--- config.mk ---
export PLATFORM = sky130hd
export DESIGN_NAME = edge_sched
export DESIGN_NICKNAME = d
export VERILOG_FILES = /design/src/rtl/edge_sched_pkg.sv /design/src/rtl/edge_sched_sum.sv /design/src/rtl/edge_sched_pick.sv /design/src/rtl/edge_sched_queue.sv /design/src/rtl/edge_sched.sv
export SDC_FILE = /design/constraint.sdc
export NUM_CORES = 1
export LEC_CHECK = 0
export BUFFER_PORTS_ARGS = -buffer_cell sky130_fd_sc_hd__buf_2
export CAP_MARGIN = 20
export CELL_PAD_IN_SITES_DETAIL_PLACEMENT = 1
export CELL_PAD_IN_SITES_GLOBAL_PLACEMENT = 2
export CORE_MARGIN = 2
export CORE_UTILIZATION = 35
export DETAILED_ROUTE_END_ITERATION = 10
export PLACE_DENSITY_LB_ADDON = 0.08
export SETUP_SLACK_MARGIN = 0.3
export SLEW_MARGIN = 5
export SYNTH_ARGS = -nofsm -noshare
export SYNTH_HDL_FRONTEND = slang
export SYNTH_HIERARCHICAL = 1
export SYNTH_SLANG_ARGS = --single-unit
--- constraint.sdc ---
create_clock -name clk -period 12.7 [get_ports clk]
set_clock_uncertainty 0.1 [all_clocks]
set_input_delay 1.27 -clock clk [delete_from_list [all_inputs] [get_ports clk]]
set_output_delay 1.27 -clock clk [all_outputs]
set_load 0.005 [all_outputs]
--- src/rtl/edge_sched_pkg.sv ---
package edge_sched_pkg;

    localparam int DLY_W  = 22;
    localparam int OFS_W  = 8;
    localparam int FINE_W = 8;
    localparam int CODE_W = 4;
    localparam int SUM_W  = DLY_W + 1;
    localparam int CRS_W  = SUM_W - FINE_W;

    typedef logic [CRS_W-1:0]  crs_t;
    typedef logic [FINE_W-1:0] fine_t;
    typedef logic [CODE_W-1:0] code_t;

    // one pending edge
    typedef struct packed {
        crs_t  cnt;
        fine_t fine;
        code_t code;
    } pend_t;

    typedef struct packed {
        crs_t  coarse;
        fine_t fine;
    } split_t;

    // delay plus shared offset, split into whole periods and vernier fraction
    function automatic split_t split_delay(input logic [DLY_W-1:0] dly,
                                           input logic [OFS_W-1:0] ofs);
        logic [SUM_W-1:0] s;
        split_t r;
        s        = SUM_W'(dly) + SUM_W'(ofs);
        r.coarse = s[SUM_W-1:FINE_W];
        r.fine   = s[FINE_W-1:0];
        return r;
    endfunction

endpackage

--- src/rtl/edge_sched_sum.sv ---
module edge_sched_sum
    import edge_sched_pkg::*;
(
    input  logic             vld_i,
    input  logic [DLY_W-1:0] delay_i,
    input  logic [OFS_W-1:0] offset_i,
    input  code_t            code_i,
    output logic             push_o,
    output pend_t            ent_o
);

    split_t sp;

    always_comb begin
        sp         = split_delay(delay_i, offset_i);
        push_o     = vld_i;
        ent_o.cnt  = sp.coarse;
        ent_o.fine = sp.fine;
        ent_o.code = code_i;
    end

endmodule

--- src/rtl/edge_sched_pick.sv ---
module edge_sched_pick
    import edge_sched_pkg::*;
#(
    parameter int DEPTH = 4,
    localparam int IDX_W = (DEPTH > 1) ? $clog2(DEPTH) : 1
)(
    input  logic [DEPTH-1:0] valid_i,
    input  pend_t            ent_i [DEPTH],
    output logic             hit_o,
    output logic [IDX_W-1:0] idx_o,
    output pend_t            sel_o
);

    logic [DEPTH-1:0] due;

    for (genvar g = 0; g < DEPTH; g++) begin : g_due
        assign due[g] = valid_i[g] && (ent_i[g].cnt == '0);
    end

    // slot 0 is the oldest, so the lowest due index wins
    always_comb begin
        hit_o = 1'b0;
        idx_o = '0;
        for (int i = DEPTH - 1; i >= 0; i--) begin
            if (due[i]) begin
                hit_o = 1'b1;
                idx_o = IDX_W'(i);
            end
        end
        sel_o = ent_i[idx_o];
    end

endmodule

--- src/rtl/edge_sched_queue.sv ---
module edge_sched_queue
    import edge_sched_pkg::*;
#(
    parameter int DEPTH = 4,
    localparam int IDX_W = (DEPTH > 1) ? $clog2(DEPTH) : 1,
    localparam int OCC_W = $clog2(DEPTH + 1)
)(
    input  logic             clk,
    input  logic             rst,
    input  logic             push_i,
    input  pend_t            new_i,
    input  logic             pop_i,
    input  logic [IDX_W-1:0] pop_idx_i,
    output logic [DEPTH-1:0] valid_o,
    output pend_t            ent_o [DEPTH],
    output logic [OCC_W-1:0] occ_o,
    output logic             drop_o
);

    logic [DEPTH-1:0] v_q, v_sh, v_n;
    pend_t            e_q  [DEPTH];
    pend_t            e_sh [DEPTH];
    pend_t            e_n  [DEPTH];

    // remove the retiring entry, keeping arrival order
    always_comb begin
        for (int i = 0; i < DEPTH; i++) begin
            int j;
            j = (i + 1 < DEPTH) ? i + 1 : i;
            if (pop_i && i >= int'(pop_idx_i)) begin
                v_sh[i] = (i + 1 < DEPTH) ? v_q[j] : 1'b0;
                e_sh[i] = e_q[j];
            end else begin
                v_sh[i] = v_q[i];
                e_sh[i] = e_q[i];
            end
        end
    end

    // count down, then append the arrival in the first free slot
    always_comb begin
        logic placed;
        placed = 1'b0;
        for (int i = 0; i < DEPTH; i++) begin
            v_n[i] = v_sh[i];
            e_n[i] = e_sh[i];
            if (v_sh[i] && e_sh[i].cnt != '0)
                e_n[i].cnt = e_sh[i].cnt - CRS_W'(1);
        end
        for (int i = 0; i < DEPTH; i++) begin
            if (push_i && !placed && !v_sh[i]) begin
                v_n[i] = 1'b1;
                e_n[i] = new_i;
                placed = 1'b1;
            end
        end
        drop_o = push_i && !placed;
    end

    always_ff @(posedge clk) begin
        if (rst) begin
            v_q <= '0;
            for (int i = 0; i < DEPTH; i++) e_q[i] <= '0;
        end else begin
            v_q <= v_n;
            for (int i = 0; i < DEPTH; i++) e_q[i] <= e_n[i];
        end
    end

    always_comb begin
        occ_o = '0;
        for (int i = 0; i < DEPTH; i++) occ_o = occ_o + OCC_W'(v_q[i]);
    end

    assign valid_o = v_q;
    assign ent_o   = e_q;

endmodule

--- src/rtl/edge_sched.sv ---
module edge_sched
    import edge_sched_pkg::*;
#(
    parameter int DEPTH = 4
)(
    input  logic              clk,
    input  logic              rst,
    input  logic              pat_vld_i,
    input  logic [DLY_W-1:0]  delay_i,
    input  logic [CODE_W-1:0] evt_code_i,
    input  logic [OFS_W-1:0]  offset_i,
    output logic              fire_o,
    output logic [FINE_W-1:0] fine_o,
    output logic [CODE_W-1:0] evt_code_o,
    output logic              overflow_o
);

    localparam int IDX_W = (DEPTH > 1) ? $clog2(DEPTH) : 1;
    localparam int OCC_W = $clog2(DEPTH + 1);

    logic             push;
    pend_t            new_ent;
    logic [DEPTH-1:0] q_valid;
    pend_t            q_ent [DEPTH];
    logic [OCC_W-1:0] occ;
    logic             drop;
    logic             hit;
    logic [IDX_W-1:0] hit_idx;
    pend_t            hit_ent;

    edge_sched_sum u_sum (
        .vld_i    (pat_vld_i),
        .delay_i  (delay_i),
        .offset_i (offset_i),
        .code_i   (evt_code_i),
        .push_o   (push),
        .ent_o    (new_ent)
    );

    edge_sched_queue #(.DEPTH(DEPTH)) u_queue (
        .clk       (clk),
        .rst       (rst),
        .push_i    (push),
        .new_i     (new_ent),
        .pop_i     (hit),
        .pop_idx_i (hit_idx),
        .valid_o   (q_valid),
        .ent_o     (q_ent),
        .occ_o     (occ),
        .drop_o    (drop)
    );

    edge_sched_pick #(.DEPTH(DEPTH)) u_pick (
        .valid_i (q_valid),
        .ent_i   (q_ent),
        .hit_o   (hit),
        .idx_o   (hit_idx),
        .sel_o   (hit_ent)
    );

    always_ff @(posedge clk) begin
        if (rst) begin
            fire_o     <= 1'b0;
            fine_o     <= '0;
            evt_code_o <= '0;
            overflow_o <= 1'b0;
        end else begin
            fire_o     <= hit;
            fine_o     <= hit ? hit_ent.fine : '0;
            evt_code_o <= hit ? hit_ent.code : '0;
            if (drop) overflow_o <= 1'b1;
        end
    end

endmodule

==> results of run 1 <==
## worst max path at each step
stage,from,to,slack (ps),cells after the start
6_report,u_queue/ent_o[15],u_queue/ent_o[42],7660,15
5_1_grt,u_queue/ent_o[15],u_queue/ent_o[42],7250,15
4_1_cts,u_queue/ent_o[15],u_queue/ent_o[39],7640,12
3_3_place_gp,u_queue/ent_o[15],u_queue/ent_o[39],7810,12
3_5_place_dp,u_queue/ent_o[15],u_queue/ent_o[39],7680,12
2_1_floorplan,u_queue/ent_o[20],u_queue/ent_o[44],8350,16
## layout make-up
class	instances	share of cell area
clock buffers	17	0.04455
repair buffers	68	0.04062
clock inverters	15	0.01481
well taps	324	0.04245
flip-flops and latches	126	0.2642
multi-input cells	864	0.5875
inverters	15	0.005896
## registers in the layout (all words and copies together), names as in the netlist
name	count
u_queue/valid_o	4
u_queue/ent_o	108
evt_code_o	4
fire_o	1
overflow_o	1
fine_o	8
## per-layer routing
layer  wire length [um]  up-vias  part of all wire  GRT usage
met5                 11        -           0.00035          0
met3               1118       21             0.036    0.03719
met1              15890     4115              0.51     0.3594
li1                   -     4038                 -          -
met4                277        2            0.0089    0.04668
met2              13910      145              0.45     0.3832
## per-stage QoR
step             util  cell area [um2]  instances
2_1_floorplan       -             8569       1082
3_3_place_gp   0.3712             8975       1396
3_5_place_dp   0.3712             8975       1396
4_1_cts        0.3947             9542       1428
5_1_grt        0.3950             9549       1429
6_report       0.3950             9549       1429
## worst reg2reg max path, cell delays in order (launching register included)
cell      delay (ps)
dfxtp_1          370
nor4_1           510
nand4_1          340
nand2b_1         250
a21o_1           440
inv_2            240
a21bo_2          150
buf_4            420
nor2_1           130
a21oi_1          250
ha_1             390
and4b_1          270
o21ai_1          140
o21ai_0          540
nor3_1           130
nor4_1           260
## report_power, final
| group | internal (mW) | leakage [nW] | total, mW | switching [mW] |
|---|---|---|---|---|
| Combinational | 0.235 | 2.38 | 0.648 | 0.413 |
| Clock | 0.260 | 0.275 | 0.482 | 0.222 |
| Sequential | 0.442 | 1.03 | 0.508 | 0.0659 |
## cell usage in the layout, fill, tap and decap left out, drive strengths merged, types with 6 or more instances in the layout
master,count
o31ai,10
clkbuf,17
nand2b,12
mux2i,86
o21ai,29
nor4b,7
nand3,32
or4,8
a311oi,40
buf,68
mux2,8
or3,7
ha,12
nand2,175
nand4,19
o211ai,17
inv,26
a211oi,14
nor2,101
nor4,36
nor3,49
and3b,12
a221o,6
xnor2,20
dfxtp,126
and3,17
a21oi,51
==> results.sh, run 1 <==
export IMPL_post_drt_wl_per_cell_um=21.84
export IMPL_min_path_type="reg -> reg"
export IMPL_numCtsBuffers=17
export IMPL_multi_input_area_um2=5610
export IMPL_max_cap_violations=0
export IMPL_cts_resized=0
export IMPL_fp_row_count=57
export IMPL_crit_required_ps=12920
export IMPL_hold_end="u_queue/ent_o[87]"
export IMPL_drive_gt1_frac=0.1367
export IMPL_peakVddDrop_v=0.00007091
export IMPL_slowest_delay_ps=540
export IMPL_syn_avg_cell_area_um2=7.920
export IMPL_tritoncts="done"
export IMPL_ff_latch_area_um2=2522
export IMPL_critPathSlowestCell="o21ai_0"
export IMPL_syn_num_nets=1132
export IMPL_wirelength_um=31210
export IMPL_worst_r2r_setup_slack_ps=7660
export IMPL_max_slew_margin_rel=0.2939
export IMPL_gp_congestion=0.8126
export IMPL_clk_latency_ps=430
export IMPL_fmax_ghz=0.1984
export IMPL_crit_fanout=44
export IMPL_io_buffers=50
export IMPL_drv_slew=0
export IMPL_synthCells=1082
export IMPL_grt_max_degree=76
export IMPL_p_per_area_nw_per_um2=171.5
export IMPL_critical_path_top_delay_family="simple AND/OR/NAND/NOR gates"
export IMPL_clock_sinks=126
export IMPL_cts_setup_buffers=0
export IMPL_yosysWarnings=6
export IMPL_start_util=0.3544
export IMPL_first_pass_iters=5
export IMPL_overflow=0
export IMPL_clockRootBuffer="clkbuf_16"
export IMPL_path_buf_inv=2
export IMPL_area_growth_pct=11.43
export IMPL_grt_pass1_vias=8262
export IMPL_post_drt_via_cell_ratio=5.823
export IMPL_fin_hold_ws_ps=383.2
export IMPL_cp_cell_sequence="nor4_1, nand4_1, nand2b_1, a21o_1, inv_2, a21bo_2, buf_4, nor2_1, a21oi_1, ha_1, and4b_1, o21ai_1, o21ai_0, nor3_1, nor4_1"
export IMPL_htree_levels=4
export IMPL_grt_usage=0.2453
export IMPL_nets=1142
export IMPL_fin_crit_sh=0.3969
export IMPL_cts_buffer_depth=2
export IMPL_ant_nets=0
export IMPL_vias=8321
export IMPL_rr_endpoint="u_queue/ent_o[42]"
export IMPL_die_h_um=160.5
export IMPL_core_um2=24180
export IMPL_period_needed_ps=5041
export IMPL_grt_pass1_wl_um=49400
export IMPL_drt_iter0_drc=584
export IMPL_timing_final_ws_setup_ps=7659
export IMPL_dieArea_um2=25750
export IMPL_synth_area_um2=8569
export IMPL_r2r_start="u_queue/ent_o[15]"
export IMPL_fillerInstances=2932
export IMPL_hold_violations=0
export IMPL_rsz0062_at_grt="false"
export IMPL_fin_total_pwr_mw=1.638
export IMPL_finalSetupTns_ps=0
export IMPL_clk_pin_slew_ps=70
export IMPL_setup_viol=0
export IMPL_startpoint_type="flop"
export IMPL_worstPathArrival_ps=5260
export IMPL_min_from="u_queue/ent_o[60]"
export IMPL_antenna_cells=0
export IMPL_die_w_um=160.5
export IMPL_cp_end_kind="flop"
export IMPL_drc=0
export IMPL_outcome="finished clean"
export IMPL_place_hpwl_um=22670
export IMPL_hold_buffers=0
export IMPL_dp_slack_ps=7678
export IMPL_worst_pin_slew_ps=1052
export IMPL_cellLeakagePower_nw=3.684
export IMPL_top_level_ports=51
export IMPL_worstSetupPathType="reg -> reg"
export IMPL_critical_path_most_common_cell="nor4_1"
export IMPL_rr_worst_depth=15
export IMPL_whs_path_depth=2
export IMPL_antenna_found_initial=1
Note: power is estimated with default switching activity, not from simulation.
==> inputs of run 2 (changes only) <==
--- a/config.mk
+++ b/config.mk
@@ -10,7 +10,7 @@
 export CELL_PAD_IN_SITES_DETAIL_PLACEMENT = 1
 export CELL_PAD_IN_SITES_GLOBAL_PLACEMENT = 2
 export CORE_MARGIN = 2
-export CORE_UTILIZATION = 35
+export CORE_UTILIZATION = 34
 export DETAILED_ROUTE_END_ITERATION = 10
 export PLACE_DENSITY_LB_ADDON = 0.08
 export SETUP_SLACK_MARGIN = 0.3
==> constraint.sdc (replaced) <==
create_clock -name clk -period 4.5 [get_ports clk]
set_clock_uncertainty 0.1 [all_clocks]
set_input_delay 0.45 -clock clk [delete_from_list [all_inputs] [get_ports clk]]
set_output_delay 0.45 -clock clk [all_outputs]
set_load 0.005 [all_outputs]
==> run 2 against run 1 <==
  * Sequential power increased to 2.8 times the previous value
  * Cell count increased by 3.7%
  * Utilization increased by 0.41 points
  * Non-clock buffer count increased by 47
  * Clock power increased to 2.8 times the previous value
  * Sequential share of layout area decreased by 1.1 points
  * Setup slack got worse by 7100 ps
  * Critical path type unchanged
  * Critical endpoint is now u_queue/ent_o[47]
  * Highest routed layer is now met4
==> results.sh, run 2 (synthesis gave the netlist of run 1 again) <==
export IMPL_tritoncts="done"
export IMPL_slowest_delay_ps=420
export IMPL_worstSetupPathType="reg -> reg"
export IMPL_nets=1189
export IMPL_vias=8650
export IMPL_top_level_ports=51
export IMPL_clock_sinks=126
export IMPL_io_buffers=50
export IMPL_setup_viol=0
export IMPL_drive_gt1_frac=0.1788
export IMPL_cts_buffer_depth=2
export IMPL_whs_path_depth=3
export IMPL_max_cap_violations=0
export IMPL_cp_end_kind="flop"
export IMPL_antenna_found_initial=0
export IMPL_clockRootBuffer="clkbuf_16"
export IMPL_startpoint_type="flop"
export IMPL_first_pass_iters=5
export IMPL_timing_final_ws_setup_ps=578.3
export IMPL_rr_worst_depth=14
export IMPL_numCtsBuffers=17
export IMPL_fin_crit_sh=0.8715
export IMPL_finalSetupTns_ps=0
export IMPL_start_util=0.3433
export IMPL_fmax_ghz=0.2550
export IMPL_largest_reg_flops=108
export IMPL_rsz0062_at_grt="false"
export IMPL_max_slew_margin_rel=0.2667
export IMPL_min_from="evt_code_i[3]"
export IMPL_wirelength_um=33270
export IMPL_die_w_um=162.8
export IMPL_peakVddDrop_v=0.0001879
export IMPL_grt_pass1_vias=8567
export IMPL_drc=0
export IMPL_cellLeakagePower_nw=3.932
export IMPL_place_hpwl_um=24230
export IMPL_grt_usage=0.2544
export IMPL_hold_buffers=0
export IMPL_drv_slew=0
export IMPL_p_per_area_nw_per_um2=485.0
export IMPL_final_common_cell="nand2_1"
export IMPL_area_growth_pct=16.25
export IMPL_core_um2=24960
export IMPL_critical_path_most_common_cell="buf_4"
export IMPL_grt_max_degree=72
export IMPL_final_cell_mix="nand2_1, dfxtp_1, nor2_1"
export IMPL_dp_slack_ps=374.5
export IMPL_worst_pin_slew_ps=1092
export IMPL_dieArea_um2=26490
export IMPL_drt_iter0_drc=538
export IMPL_worstPathArrival_ps=4190
export IMPL_gp_congestion=0.8277
export IMPL_rr_endpoint="u_queue/ent_o[47]"
export IMPL_ant_nets=0
export IMPL_clk_latency_ps=430
export IMPL_die_h_um=162.8
export IMPL_post_drt_via_cell_ratio=5.837
export IMPL_grt_pass1_wl_um=51670
export IMPL_outcome="finished clean"
export IMPL_fp_row_count=58
export IMPL_overflow=0
export IMPL_crit_fanout=22
export IMPL_htree_levels=4
export IMPL_fin_util=0.3991
export IMPL_crit_required_ps=4770
export IMPL_post_drt_wl_per_cell_um=22.45
export IMPL_critPathSlowestCell="dfxtp_1"
export IMPL_hold_violations=0
export IMPL_antenna_cells=0
export IMPL_r2r_start="u_queue/ent_o[67]"
export IMPL_period_needed_ps=3922
export IMPL_cp_cell_sequence="nor4_1, and4_1, nor2_1, nand2_1, buf_4, a21bo_2, a21oi_1, ha_1, buf_4, nand4b_1, a211oi_1, o21ai_0, nor4b_1, a221o_1"
export IMPL_clk_pin_slew_ps=70
export IMPL_worst_r2r_setup_slack_ps=580
export IMPL_hold_end="u_queue/ent_o[3]"
export IMPL_min_path_type="in -> reg"
==> run 2: per-stage QoR <==
stage | hold WS (ps) | cell area [um2] | instances | power (mW)
floorplan | 349.2 | 8572 | 1082 | 2.740
global placement | 365.0 | 9320 | 1447 | 3.420
detailed placement | 370.9 | 9320 | 1447 | 3.424
CTS | 185.4 | 9891 | 1479 | 4.817
global route | 215.6 | 9962 | 1482 | 5.100
finish | 198.1 | 9962 | 1482 | 4.832
==> run 2: final cells by class <==
| cell class | instances | area (um2) |
|---|---|---|
| clock buffer | 17 | 425.4 |
| inverter | 15 | 56.30 |
| multi-input combinational | 864 | 5659 |
| tap | 330 | 412.9 |
| sequential | 126 | 2522 |
| fill | 3062 | 15000 |
| clock inverter | 15 | 145.1 |
| timing repair buffer | 115 | 740.7 |
==> run 2: repair_timing <==
item,CTS,global route
gates resized for setup,0,9
buffers inserted,0,3
endpoints found under the setup margin,0,45
==> run 2: worst max-delay path by stage <==
stage                      start                 end  slack [ps]
2_1_floorplan  u_queue/ent_o[20]   u_queue/ent_o[44]         340
3_3_place_gp   u_queue/ent_o[15]   u_queue/ent_o[44]         410
3_5_place_dp   u_queue/ent_o[12]  u_queue/ent_o[101]         370
4_1_cts        u_queue/ent_o[14]  u_queue/ent_o[103]         350
5_1_grt        u_queue/ent_o[67]   u_queue/ent_o[51]         310
6_report       u_queue/ent_o[67]   u_queue/ent_o[47]         580
==> run 2: routing by layer <==
| metal | vias to the layer above | track usage | share of wire |
|---|---|---|---|
| met5 | - | 0 | 0 |
| met4 | 0 | 0.07241 | 0.018 |
| met3 | 35 | 0.02878 | 0.035 |
| met2 | 177 | 0.3993 | 0.45 |
| met1 | 4312 | 0.3670 | 0.50 |
| li1 | 4126 | - | - |
==> run 2: critical path, delay by kind of cell (launching register included) <==
| kind | cells | cell delay, ps |
|---|---|---|
| adder cells (fa/ha/maj) | 1 | 290 |
| flip-flops | 1 | 420 |
| AO/OA/AOI/OAI | 5 | 1230 |
| buffers and inverters | 2 | 420 |
| AND/OR/NAND/NOR | 6 | 1400 |
==> run 2: report_power, final <==
group	switching (mW)	total, mW	internal [mW]
Clock	0.637	1.37	0.736
Combinational	1.26	2.04	0.779
Sequential	0.171	1.42	1.25
